### src/rtl/irq_status_pkg.sv
package irq_status_pkg;

    localparam int NUM_SRC = 12;
    localparam int ABRT_W  = 13;

    localparam int SRC_RX_FULL  = 2;
    localparam int SRC_TX_EMPTY = 4;
    localparam int SRC_TX_ABRT  = 6;

    // sources that are levels, not sticky pulses
    localparam logic [NUM_SRC-1:0] LEVEL_SRCS   = 12'h014;
    // mask loaded when a transfer starts
    localparam logic [NUM_SRC-1:0] XFER_MASK    = 12'h254;

    // register word addresses
    localparam int A_RAW      = 0;
    localparam int A_MASK     = 1;
    localparam int A_STAT     = 2;
    localparam int A_ABRT     = 3;
    localparam int A_CLR_ALL  = 4;
    localparam int A_CLR_BASE = 16;

    typedef struct packed {
        logic [NUM_SRC-1:0] bits;  // sticky bits to clear this cycle
        logic               cause; // empty the abort-cause register
    } clr_req_t;

    function automatic logic is_level(input int idx);
        return LEVEL_SRCS[idx];
    endfunction

endpackage

### src/rtl/irq_latch_bank.sv
module irq_latch_bank
    import irq_status_pkg::*;
(
    input  logic               clk,
    input  logic               rst,
    input  logic [NUM_SRC-1:0] evt_i,
    input  logic [NUM_SRC-1:0] clr_i,
    output logic [NUM_SRC-1:0] lat_o
);

    for (genvar i = 0; i < NUM_SRC; i++) begin : g_src
        if (is_level(i)) begin : g_level
            assign lat_o[i] = 1'b0;
        end else begin : g_sticky
            logic bit_q;
            always_ff @(posedge clk) begin
                if (rst)             bit_q <= 1'b0;
                else if (evt_i[i])   bit_q <= 1'b1;  // event beats clear
                else if (clr_i[i])   bit_q <= 1'b0;
            end
            assign lat_o[i] = bit_q;

            // a pulse always leaves the bit set
            a_r8_event_wins: assert property (@(posedge clk) disable iff (rst)
                evt_i[i] |=> lat_o[i]);
            // a clear without a pulse drops the bit
            a_r6_clear_drops: assert property (@(posedge clk) disable iff (rst)
                (clr_i[i] && !evt_i[i]) |=> !lat_o[i]);
        end
    end

endmodule

### src/rtl/irq_abort_capture.sv
module irq_abort_capture
    import irq_status_pkg::*;
(
    input  logic              clk,
    input  logic              rst,
    input  logic              abort_evt_i,
    input  logic [ABRT_W-1:0] cause_i,
    input  logic              clr_i,
    output logic [ABRT_W-1:0] cause_o
);

    logic [ABRT_W-1:0] cause_q;
    logic [ABRT_W-1:0] kept;

    always_comb begin
        kept = clr_i ? '0 : cause_q;
        if (abort_evt_i) kept = kept | cause_i;
    end

    always_ff @(posedge clk) begin
        if (rst) cause_q <= '0;
        else     cause_q <= kept;
    end

    assign cause_o = cause_q;

    // clearing without a new abort empties the register
    a_r10_cause_cleared: assert property (@(posedge clk) disable iff (rst)
        (clr_i && !abort_evt_i) |=> (cause_o == '0));
    // every reported cause bit is present afterwards
    a_r9_cause_held: assert property (@(posedge clk) disable iff (rst)
        abort_evt_i |=> ((cause_o & $past(cause_i)) == $past(cause_i)));

endmodule

### src/rtl/irq_reg_decode.sv
module irq_reg_decode
    import irq_status_pkg::*;
#(
    parameter int ADDR_W = 5,
    parameter int DATA_W = 16
) (
    input  logic               clk,
    input  logic               rst,
    input  logic               rd_en_i,
    input  logic               wr_en_i,
    input  logic [ADDR_W-1:0]  addr_i,
    input  logic [DATA_W-1:0]  wdata_i,
    input  logic               xfer_start_i,
    input  logic [NUM_SRC-1:0] raw_i,
    input  logic [NUM_SRC-1:0] stat_i,
    input  logic [ABRT_W-1:0]  cause_i,
    output logic [NUM_SRC-1:0] mask_o,
    output clr_req_t           clr_o,
    output logic [DATA_W-1:0]  rdata_o
);

    localparam logic [ADDR_W-1:0] AD_RAW  = ADDR_W'(A_RAW);
    localparam logic [ADDR_W-1:0] AD_MASK = ADDR_W'(A_MASK);
    localparam logic [ADDR_W-1:0] AD_STAT = ADDR_W'(A_STAT);
    localparam logic [ADDR_W-1:0] AD_ABRT = ADDR_W'(A_ABRT);
    localparam logic [ADDR_W-1:0] AD_CALL = ADDR_W'(A_CLR_ALL);

    logic [NUM_SRC-1:0] mask_q;
    logic [DATA_W-1:0]  rd_next;
    logic               clr_all;

    assign clr_all = rd_en_i && (addr_i == AD_CALL);

    for (genvar i = 0; i < NUM_SRC; i++) begin : g_clr
        localparam logic [ADDR_W-1:0] AD_ONE = ADDR_W'(A_CLR_BASE + i);
        if (is_level(i)) begin : g_none
            assign clr_o.bits[i] = 1'b0;
        end else begin : g_dec
            assign clr_o.bits[i] = clr_all || (rd_en_i && addr_i == AD_ONE);
        end
    end
    assign clr_o.cause = clr_o.bits[SRC_TX_ABRT];

    always_ff @(posedge clk) begin
        if (rst)                                  mask_q <= '0;
        else if (xfer_start_i)                    mask_q <= XFER_MASK;
        else if (wr_en_i && addr_i == AD_MASK)    mask_q <= wdata_i[NUM_SRC-1:0];
    end
    assign mask_o = mask_q;

    always_comb begin
        rd_next = '0;
        if      (addr_i == AD_RAW)  rd_next = DATA_W'(raw_i);
        else if (addr_i == AD_MASK) rd_next = DATA_W'(mask_q);
        else if (addr_i == AD_STAT) rd_next = DATA_W'(stat_i);
        else if (addr_i == AD_ABRT) rd_next = DATA_W'(cause_i);
    end

    always_ff @(posedge clk) begin
        if (rst)          rdata_o <= '0;
        else if (rd_en_i) rdata_o <= rd_next;
    end

    // outside the combined clear at most one bit is cleared
    a_r6_single_clear: assert property (@(posedge clk) disable iff (rst)
        (rd_en_i && addr_i != AD_CALL) |-> $onehot0(clr_o.bits));
    // no read strobe, no clear
    a_r12_no_side_effect: assert property (@(posedge clk) disable iff (rst)
        !rd_en_i |-> (clr_o.bits == '0 && !clr_o.cause));
    // transfer start loads the fixed mask
    a_r11_xfer_mask: assert property (@(posedge clk) disable iff (rst)
        xfer_start_i |=> (mask_o == XFER_MASK));

endmodule

### src/rtl/irq_status_unit.sv
module irq_status_unit
    import irq_status_pkg::*;
#(
    parameter int ADDR_W = 5,
    parameter int DATA_W = 16
) (
    input  logic               clk,
    input  logic               rst,
    input  logic [NUM_SRC-1:0] evt_i,
    input  logic               rx_full_i,
    input  logic               tx_empty_i,
    input  logic [ABRT_W-1:0]  abort_cause_i,
    input  logic               xfer_start_i,
    input  logic               rd_en_i,
    input  logic               wr_en_i,
    input  logic [ADDR_W-1:0]  addr_i,
    input  logic [DATA_W-1:0]  wdata_i,
    output logic [DATA_W-1:0]  rdata_o,
    output logic               irq_o
);

    logic [NUM_SRC-1:0] lat;
    logic [NUM_SRC-1:0] lvl;
    logic [NUM_SRC-1:0] raw;
    logic [NUM_SRC-1:0] mask;
    logic [NUM_SRC-1:0] stat;
    logic [ABRT_W-1:0]  cause;
    clr_req_t           clr;

    always_comb begin
        lvl               = '0;
        lvl[SRC_RX_FULL]  = rx_full_i;
        lvl[SRC_TX_EMPTY] = tx_empty_i;
    end

    assign raw  = lat | lvl;
    assign stat = raw & mask;

    irq_latch_bank u_bank (
        .clk   (clk),
        .rst   (rst),
        .evt_i (evt_i),
        .clr_i (clr.bits),
        .lat_o (lat)
    );

    irq_abort_capture u_abort (
        .clk         (clk),
        .rst         (rst),
        .abort_evt_i (evt_i[SRC_TX_ABRT]),
        .cause_i     (abort_cause_i),
        .clr_i       (clr.cause),
        .cause_o     (cause)
    );

    irq_reg_decode #(.ADDR_W(ADDR_W), .DATA_W(DATA_W)) u_dec (
        .clk          (clk),
        .rst          (rst),
        .rd_en_i      (rd_en_i),
        .wr_en_i      (wr_en_i),
        .addr_i       (addr_i),
        .wdata_i      (wdata_i),
        .xfer_start_i (xfer_start_i),
        .raw_i        (raw),
        .stat_i       (stat),
        .cause_i      (cause),
        .mask_o       (mask),
        .clr_o        (clr),
        .rdata_o      (rdata_o)
    );

    always_ff @(posedge clk) begin
        if (rst) irq_o <= 1'b0;
        else     irq_o <= |stat;
    end

    // line follows the masked word one cycle later
    a_r5_irq_rise: assert property (@(posedge clk) disable iff (rst)
        (|stat) |=> irq_o);
    a_r5_irq_fall: assert property (@(posedge clk) disable iff (rst)
        !(|stat) |=> !irq_o);
    // level sources track their inputs
    a_r3_level_track: assert property (@(posedge clk) disable iff (rst)
        (raw[SRC_RX_FULL] == rx_full_i) && (raw[SRC_TX_EMPTY] == tx_empty_i));

endmodule

### config.mk
export PLATFORM = sky130hd
export DESIGN_NAME = irq_status_unit
export DESIGN_NICKNAME = d
export VERILOG_FILES = /design/src/rtl/irq_status_pkg.sv /design/src/rtl/irq_latch_bank.sv /design/src/rtl/irq_abort_capture.sv /design/src/rtl/irq_reg_decode.sv /design/src/rtl/irq_status_unit.sv
export SDC_FILE = /design/constraint.sdc
export NUM_CORES = 1
export LEC_CHECK = 0
export BUFFER_PORTS_ARGS = -buffer_cell sky130_fd_sc_hd__buf_4
export CAP_MARGIN = 40
export CORE_ASPECT_RATIO = 1.25
export CORE_MARGIN = 1
export CORE_UTILIZATION = 45
export DETAILED_ROUTE_END_ITERATION = 10
export PLACE_DENSITY = 0.69
export SETUP_SLACK_MARGIN = 0.3
export SYNTH_ARGS = -nofsm -noshare
export SYNTH_HDL_FRONTEND = slang
export SYNTH_HIERARCHICAL = 1
export SYNTH_SLANG_ARGS = --single-unit
### constraint.sdc
create_clock -name clk -period 2.8 [get_ports clk]
set_clock_uncertainty 0.15 [all_clocks]
set_input_delay 0.14 -clock clk [delete_from_list [all_inputs] [get_ports clk]]
set_output_delay 0.14 -clock clk [all_outputs]
set_load 0.01 [all_outputs]
==> results.toml <==
[outcome]
status = "complete, no violations"

[critical_path]
crit_chain = "buf_4, and3b_1, a31oi_1, dlygate4sd3_1, a21oi_1"
crit_required_ps = 2890
crit_family = "buffers and inverters"
path_buf_inv = 2
worstSetupPathType = "primary input to flop"
crit_path_top_delay_cell = "dlygate4sd3_1"
cp-start-kind = "primary input"
max_stage_delay_ps = 600
critical_path_arrival_ps = 1840
cp-end-kind = "flop"
cp_max_fo = 34

[cells_and_area]
final_nets = 416
most-common-layout-cells = "buf_4 (62), dfxtp_1 (49), dlygate4sd3_1 (38)"
layout_commonest_cell = "buf_4"
synthToLayoutAreaGrowth_pct = 28.9
antenna_cells = 0
final_layout_size_suffix_gt1_share_pct = 31.3
finalInstanceArea_um2 = 3510

[timing]
fin_crit_ps = 1750
fin_setup_tns_ps = 0
rsz0062_at_grt = "false"
fmax_ghz = 0.570
worst_pin_slew_ps = 889
hold_violations = 0
final-setup-viol-count = 0
slew_headroom_pct = 40.5
maxSlewViolCount = 0
period_share_pct = 62.7

[detailed_routing]
drc = 0
drt_iter0_drc = 78
viasPerCell = 5.35
via_count = 2300
firstDrtPassIters = 4
ant_nets = 0
wl_per_cell_um = 14.6
wirelength_um = 6290

[placement]
placed_cell_area_um2 = 3040
post-dp-hpwl_um = 4260
place_congestion = 0.786
portBuffers = 60

[grt]
grt_max_degree = 35
grt_antenna_before_repair = 0
grt_pass1_wl_um = 10100
gr-total-overflow = 0
grt_pass1_vias = 2121
grt.total_usage_pct = 20.9

[pwr]
powerDensity_nw_per_um2 = 408
leakagePower_nw = 1.39
vdd_drop_max_mv = 0.287

[synthesis]
syn_avg_cell_area_um2 = 9.43
syn_inst = 289
ys_warn_count = 6
synth_area_um2 = 2720

[floorplan]
rows = 31
die_area_um2 = 6370
initial_core_util_pct = 46.8
die_x_um = 71.6
io_pins = 70
core_um2 = 5820
die-height_um = 89.0

[job]
cap_violations = 0

[cts]
cts_tree = "yes"
ctsResizeCount = 0
insertion_delay_ps = 300
cts_buffers = 5
cts.sinks = 49
cts.root.buffer_cell = "clkbuf_8"
path_clk_slew_ps = 90
htreeDepth = 2
clock_path_buffers = 2
cts_setup_buffers = 0

[min_path]
worstHoldPathType = "primary input to flop"
## tightest hold or removal path: stages
cell and delay [ps]:
buf_4 170, inv_1 80, a21oi_2 40
## repair_timing
item | in CTS | in global routing
endpoints found under the hold margin | 34 | 0
setup endpoints to repair | 0 | 0
hold buffers | 38 | 0
## cell type report
cell class | instances | area (um2)
flip-flops and latches | 49 | 981
repair buffers | 100 | 846
clock buffers | 6 | 72.6
inverters | 11 | 41.3
clock inverters | 2 | 15.0
multi-input cells | 196 | 1470
fillers | 533 | 2310
well taps | 66 | 82.6
## report_power, final
part	leakage (nW)	total [mW]	switching [mW]	internal, mW
Sequential	0.403	0.755	0.0275	0.728
Combinational	0.954	0.268	0.115	0.153
Clock	0.0374	0.410	0.234	0.176
Total	1.39	1.43	0.377	1.06
## layer usage
layer  vias up  part of all wire, %  GRT usage [%]
met5         -                    0              0
met4         0                  2.5           9.27
met3        14                  5.0           3.72
met2        73                   50           35.5
met1      1065                   43           26.3
li1       1148                    -              -
## through the flow
step                hold WS (ps)  setup slack (ps)  power, mW  utilization (%)  instances
floorplan                   59.1              1230      0.928                -        292
global placement             229              1050      0.991             52.3        384
detailed placement           234              1030      0.995             52.3        384
CTS                         11.6              1120       1.44             60.4        430
global route                7.81               983       1.51             60.4        430
finish                      22.3              1050       1.43             60.4        430
## path summary, 6_finish.rpt
check / startpoint / endpoint / slack, ps / cells after the start
max reg2reg: u_bank/g_src[11].g_sticky.bit_q / u_dec/rdata_o[11] / 1320 / 3
min: evt_i[6] / u_bank/g_src[6].g_sticky.bit_q / 20 / 3
min reg2reg: u_abort/cause_o[11] / u_abort/cause_o[11] / 330 / 2
max: addr_i[0] / u_dec/mask_o[4] / 1050 / 5
## registers in the layout, indices dropped and copies added (netlist names)
| signal | cells |
|---|---|
| irq_o | 1 |
| u_abort/cause_o | 13 |
| u_bank/g_src.g_sticky.bit_q | 10 |
| u_dec/mask_o | 12 |
| u_dec/rdata_o | 13 |
(Power assumes the default switching activity.)
